$ cat src/rtl/cfgkb_pkg.sv
package cfgkb_pkg;

  // Lock progress: the first key must be accepted before the second can open the bank.
  typedef enum logic [1:0] {
    KS_LOCKED = 2'd0,
    KS_HALF   = 2'd1,
    KS_OPEN   = 2'd2
  } kick_st_e;

  localparam logic [31:0] MAGIC_FIRST  = 32'h83E7_0B13;
  localparam logic [31:0] MAGIC_SECOND = 32'h95A4_F1E0;
  localparam logic [31:0] BOOT_RESET   = 32'h20B0_0000;

endpackage

$ cat src/rtl/cfgkb_lock.sv
module cfgkb_lock
  import cfgkb_pkg::*;
#(
  parameter int          ADDR_W = 6,
  parameter int          DATA_W = 32,
  parameter logic [DATA_W-1:0] KEY_A = MAGIC_FIRST[DATA_W-1:0],
  parameter logic [DATA_W-1:0] KEY_B = MAGIC_SECOND[DATA_W-1:0],
  parameter logic [ADDR_W-1:0] A_KEY_A = '0,
  parameter logic [ADDR_W-1:0] A_KEY_B = ADDR_W'(1)
) (
  input  logic              clk,
  input  logic              rst,
  input  logic              we,
  input  logic [ADDR_W-1:0] addr,
  input  logic [DATA_W-1:0] wdata,
  output kick_st_e          st_o,
  output logic              open_o
);

  kick_st_e st_q;
  kick_st_e st_d;

  always_comb begin
    st_d = st_q;
    if (we && addr == A_KEY_A) begin
      if (wdata != KEY_A)          st_d = KS_LOCKED;
      else if (st_q != KS_OPEN)    st_d = KS_HALF;
    end else if (we && addr == A_KEY_B) begin
      if (wdata != KEY_B)          st_d = KS_LOCKED;
      else if (st_q == KS_HALF)    st_d = KS_OPEN;
    end
  end

  always_ff @(posedge clk) begin
    if (rst) st_q <= KS_LOCKED;
    else     st_q <= st_d;
  end

  assign st_o   = st_q;
  assign open_o = (st_q == KS_OPEN);

endmodule

$ cat src/rtl/cfgkb_bootregs.sv
module cfgkb_bootregs #(
  parameter int ADDR_W    = 6,
  parameter int DATA_W    = 32,
  parameter int N_CORES   = 8,
  parameter int BOOT_BASE = 8,
  parameter int BOOT_LSB  = 10,
  parameter logic [DATA_W-1:0] RST_VAL = 32'h20B0_0000
) (
  input  logic                      clk,
  input  logic                      rst,
  input  logic                      open,
  input  logic                      we,
  input  logic [ADDR_W-1:0]         addr,
  input  logic [DATA_W-1:0]         wdata,
  output logic [N_CORES*DATA_W-1:0] boot_o
);

  localparam int FIELD_W = DATA_W - BOOT_LSB;
  localparam logic [FIELD_W-1:0] FIELD_RST = RST_VAL[DATA_W-1:BOOT_LSB];

  for (genvar i = 0; i < N_CORES; i++) begin : g_core
    localparam logic [ADDR_W-1:0] MY_ADDR = ADDR_W'(BOOT_BASE + i);
    logic [FIELD_W-1:0] fld_q;

    always_ff @(posedge clk) begin
      if (rst)                               fld_q <= FIELD_RST;
      else if (open && we && addr == MY_ADDR) fld_q <= wdata[DATA_W-1:BOOT_LSB];
    end

    assign boot_o[i*DATA_W +: DATA_W] = {fld_q, {BOOT_LSB{1'b0}}};
  end

endmodule

$ cat src/rtl/cfgkb_pinstat.sv
module cfgkb_pinstat #(
  parameter int DATA_W  = 32,
  parameter int N_CORES = 8
) (
  input  logic               clk,
  input  logic               rst,
  input  logic [N_CORES-1:0] lrst_i,
  input  logic [N_CORES-1:0] nmi_i,
  output logic [DATA_W-1:0]  stat_o
);

  localparam int USED_W = 2 * N_CORES;

  logic [DATA_W-1:0] stat_d;

  always_comb begin
    stat_d = '0;
    stat_d[N_CORES-1:0]      = lrst_i;
    stat_d[USED_W-1:N_CORES] = nmi_i;
  end

  always_ff @(posedge clk) begin
    if (rst) stat_o <= '0;
    else     stat_o <= stat_d;
  end

endmodule

$ cat src/rtl/cfg_keybank.sv
module cfg_keybank
  import cfgkb_pkg::*;
#(
  parameter int ADDR_W    = 6,
  parameter int DATA_W    = 32,
  parameter int N_CORES   = 8,
  parameter int BOOT_BASE = 8,
  parameter int BOOT_LSB  = 10
) (
  input  logic                      clk,
  input  logic                      rst,
  input  logic [ADDR_W-1:0]         bus_addr,
  input  logic                      bus_we,
  input  logic [DATA_W-1:0]         bus_wdata,
  output logic [DATA_W-1:0]         bus_rdata,
  input  logic [N_CORES-1:0]        lrst_pin,
  input  logic [N_CORES-1:0]        nmi_pin,
  output logic [N_CORES*DATA_W-1:0] boot_addr
);

  localparam logic [ADDR_W-1:0] A_KEY_A = ADDR_W'(0);
  localparam logic [ADDR_W-1:0] A_KEY_B = ADDR_W'(1);
  localparam logic [ADDR_W-1:0] A_PIN   = ADDR_W'(2);

  kick_st_e          lock_st;
  logic              bank_open;
  logic [DATA_W-1:0] pin_stat;
  logic [DATA_W-1:0] rd_next;

  cfgkb_lock #(
    .ADDR_W (ADDR_W),
    .DATA_W (DATA_W),
    .KEY_A  (MAGIC_FIRST[DATA_W-1:0]),
    .KEY_B  (MAGIC_SECOND[DATA_W-1:0]),
    .A_KEY_A(A_KEY_A),
    .A_KEY_B(A_KEY_B)
  ) u_lock (
    .clk   (clk),
    .rst   (rst),
    .we    (bus_we),
    .addr  (bus_addr),
    .wdata (bus_wdata),
    .st_o  (lock_st),
    .open_o(bank_open)
  );

  cfgkb_bootregs #(
    .ADDR_W   (ADDR_W),
    .DATA_W   (DATA_W),
    .N_CORES  (N_CORES),
    .BOOT_BASE(BOOT_BASE),
    .BOOT_LSB (BOOT_LSB),
    .RST_VAL  (BOOT_RESET[DATA_W-1:0])
  ) u_boot (
    .clk   (clk),
    .rst   (rst),
    .open  (bank_open),
    .we    (bus_we),
    .addr  (bus_addr),
    .wdata (bus_wdata),
    .boot_o(boot_addr)
  );

  cfgkb_pinstat #(
    .DATA_W (DATA_W),
    .N_CORES(N_CORES)
  ) u_pin (
    .clk   (clk),
    .rst   (rst),
    .lrst_i(lrst_pin),
    .nmi_i (nmi_pin),
    .stat_o(pin_stat)
  );

  // Keys and unmapped words fall through to zero.
  always_comb begin
    rd_next = '0;
    if (bus_addr == A_PIN) rd_next = pin_stat;
    for (int i = 0; i < N_CORES; i++) begin
      if (bus_addr == ADDR_W'(BOOT_BASE + i)) rd_next = boot_addr[i*DATA_W +: DATA_W];
    end
  end

  always_ff @(posedge clk) begin
    if (rst) bus_rdata <= '0;
    else     bus_rdata <= rd_next;
  end

endmodule

$ cat config.mk
export PLATFORM = sky130hd
export DESIGN_NAME = cfg_keybank
export DESIGN_NICKNAME = d
export VERILOG_FILES = /design/src/rtl/cfgkb_pkg.sv /design/src/rtl/cfgkb_lock.sv /design/src/rtl/cfgkb_bootregs.sv /design/src/rtl/cfgkb_pinstat.sv /design/src/rtl/cfg_keybank.sv
export SDC_FILE = /design/constraint.sdc
export NUM_CORES = 1
export LEC_CHECK = 0
export CAP_MARGIN = 20
export CORE_ASPECT_RATIO = 2
export CORE_MARGIN = 2
export CORE_UTILIZATION = 41
export DETAILED_ROUTE_END_ITERATION = 8
export GPL_TIMING_DRIVEN = 0
export PLACE_DENSITY = 0.77
export SYNTH_ARGS = -nofsm -noshare
export SYNTH_HDL_FRONTEND = slang
export SYNTH_SLANG_ARGS = --single-unit
export TNS_END_PERCENT = 50
$ cat constraint.sdc
create_clock -name clk -period 1.7 [get_ports clk]
set_input_delay 0.425 -clock clk [delete_from_list [all_inputs] [get_ports clk]]
set_output_delay 0.425 -clock clk [all_outputs]
set_load 0.005 [all_outputs]
==> results.md <==
* Row Count at 80
* Clk slew on worst S/H paths at 0.07 ns
* Global-route wire length before repair at 62.6 mm
* GRT overflow at 0
* Vias in the first global route at 10011
* Antenna diodes at 0
* Number of synthesized register bits at 226
* DR vias/cell at 5.60
* GRT Overall Usage at 0.334
* Main flop type after synthesis: dfxtp_1
* Max-slew violation count at 0
* WP buf/inv at 3
* Leak pwr at 6.26 nW
* Commonest cells in the netlist: nand2_1 (362), dfxtp_1 (226), a21oi_1 (151)
* Top-area cell type share of the netlist area at 0.461
* WP data required at 2.10 ns
* Ratio of cells with drive above 1 in the final layout at 0.250
* # port buffers at 242
* Slowest cell on the critical path: a311oi_1
* Synth top area cells: dfxtp_1 (46%), nand2_1 (14%), a21oi_1 (7.7%)
* Die Area at 0.0253 sq mm
* Peak Freq at 0.589 GHz
* CP startpoint kind: primary input
* Mapped Avg Cell Area at 8.07 sq um
* Min cycle time layout at 1.70 ns
* Worst Setup End Kind: flip-flop
* Relative slew slack at 0.420
* Cell family with most CP delay: buffers and inverters
* I/O pins at 345
* Post-Layout Cell Count at 1881
* Hold_sp: bus_wdata[10]
* Antenna Nets Post-Route at 0
* EDFF count, synth at 0
* Antenna violations before repair at 0
* Hold crit path type: primary input to flip-flop
* Mapped Area at 0.00982 sq mm
* Initial Utilization at 0.414
* Layout area overhead at 45.5%
* Count leader, synth: nand2_1
* Total power at 11.0 mW
* Gpl congestion at 0.955
* Register area share after synthesis at 0.461
* Least-Margin Pin Slew at 0.870 ns
* Routed via count at 10527
* Critical-path cell list: clkdlybuf4s15_2 > buf_4 > buf_2 > o21ai_0 > a21oi_2 > a21oi_1 > a311oi_1
* Total clock buffers created by CTS at 21
* MaxCap Viol Count at 0
* Wire per inst at 23.2 um
* Worst clock skew at 0.00748 ns
* WS Path Type: primary input to flip-flop
* Worst Setup SP: bus_addr[0]
* Design area at 0.0143 sq mm
* Final wirelength at 43.6 mm
* Drt drc at 0
* Number of nets in the layout at 1637
* Clk_lat worst skew at 0.53 ns
* Outcome: completed
* Htree depth at 1
* Period utilization at 0.998
* DP Cell Count at 1824
* Hpwl dp at 32.1 mm
* Ys async rst share at 0
* VDD IR max at 0.672 mV
* Drt first pass iters at 7
* Area of the multi-input gates at 0.00489 sq mm
* FF/Latch Area at 0.00473 sq mm
* Clock tree root driver cell: clkbuf_16
* FF-to-FF Start: u_lock.st_o[0]
* Pwr Density at 768 mW/mm^2
* DP Area at 0.0130 sq mm
* TritonCTS clock tree: built
* R2R depth at 7
* Synth warn at 0
* DR iter-0 viols at 897
* Slowest stage delay, CP at 0.38 ns
* Cells after Synth at 1216
* Hold-fix buffers, CTS at 0
* Worst Path Max Fanout at 10
* Die Y at 223 um
* Stages on worst setup path at 7
* Synth area leader: dfxtp_1
* Sink Count at 226
* End-of-flow core utilization at 0.602
* Final setup viols at 0
* Core box area at 0.0237 sq mm
* Clock tree buffer depth at 3
* Die X at 113 um
* Fill cells at 2149
* Hold path cells at 3
* CP Data Arrival Time at 2.10 ns
* Distinct cells, synth at 58
* RSZ-0062 raised after global routing: yes
* Setup TNS at 0 ns
* Endpoints failing hold at 0
* Maximum number of pins on one net before global-route repair at 16
## final timing paths
| check | endpoint | slack, ns |
|---|---|---|
| hold reg to reg | bus_rdata[9] | 0.43 |
| hold / removal | u_boot.g_core[1].fld_q[0] | 0.32 |
| setup reg to reg | u_boot.g_core[3].fld_q[7] | 0.02 |
| setup / recovery | bus_rdata[17] | 0.003 |
## through the flow
stage / setup WS [ns] / hold WS, ns
finish: 0.00263 / 0.320
detailed placement: -1.62 / 0.414
global placement: -1.66 / 0.409
CTS: -0.155 / 0.315
global route: -0.0290 / 0.341
floorplan: -0.0596 / 0.406
## worst min-delay path, cell delays in order
cell	delay (ns)
clkbuf_1	0.22
nand2_1	0.11
a21oi_1	0.05
## layer usage
| layer | global-route usage | part of all wire |
|---|---|---|
| met2 | 0.570 | 0.49 |
| met5 | 0 | 0 |
| met3 | 0.0518 | 0.076 |
| met1 | 0.337 | 0.32 |
| met4 | 0.319 | 0.12 |
## placed cells by master, fill, tap and decap left out, drive strengths merged, types with 12 or more instances in the layout
| master | n |
|---|---|
| nand2 | 362 |
| conb | 80 |
| nand3b | 32 |
| nor2b | 22 |
| a31oi | 15 |
| o221ai | 20 |
| dfxtp | 226 |
| buf | 133 |
| a21oi | 151 |
| nor3 | 12 |
| clkdlybuf4s50 | 27 |
| nor2 | 13 |
| clkbuf | 105 |
| dlygate4sd2 | 208 |
| mux2 | 13 |
| and2 | 12 |
| o21bai | 17 |
| a22oi | 30 |
## repair_timing
| action | in CTS | in global routing |
|---|---|---|
| endpoints found under the hold margin | 0 | 0 |
| cloned | 1 | 1 |
| resized for setup | 470 | 69 |
| buffers inserted | 14 | 6 |
| pin swaps | 7 | 11 |
| setup endpoints to repair | 434 | 192 |
## cell type report
cell class | instances | share of cell area
repair buffers | 264 | 0.166
well taps | 287 | 0.0251
plain buffers | 183 | 0.0872
clock buffers | 29 | 0.0417
inverters | 6 | 0.00158
flip-flops and latches | 226 | 0.331
clock inverters | 8 | 0.00499
multi-input cells | 878 | 0.342
## cells by family after synthesis
family,share of synthesized area
AO/OA/AOI/OAI,0.175
multiplexers,0.0180
buffers and inverters,0.106
AND/OR/NAND/NOR,0.240
other,0.000382
flip-flops,0.461
## sequential cells by signal, indices dropped and copies added (netlist names)
name and cells:
bus_rdata 32, u_pin.stat_o 16, u_lock.st_o 2, u_boot.g_core.fld_q 176
## where the power goes
part	total, mW	internal (mW)	switching (mW)
Clock	4.77	2.61	2.16
Sequential	5.30	5.29	0.00877
Combinational	0.906	0.354	0.551
Total	11.0	8.26	2.72
Power figures use the tool's default switching activity.
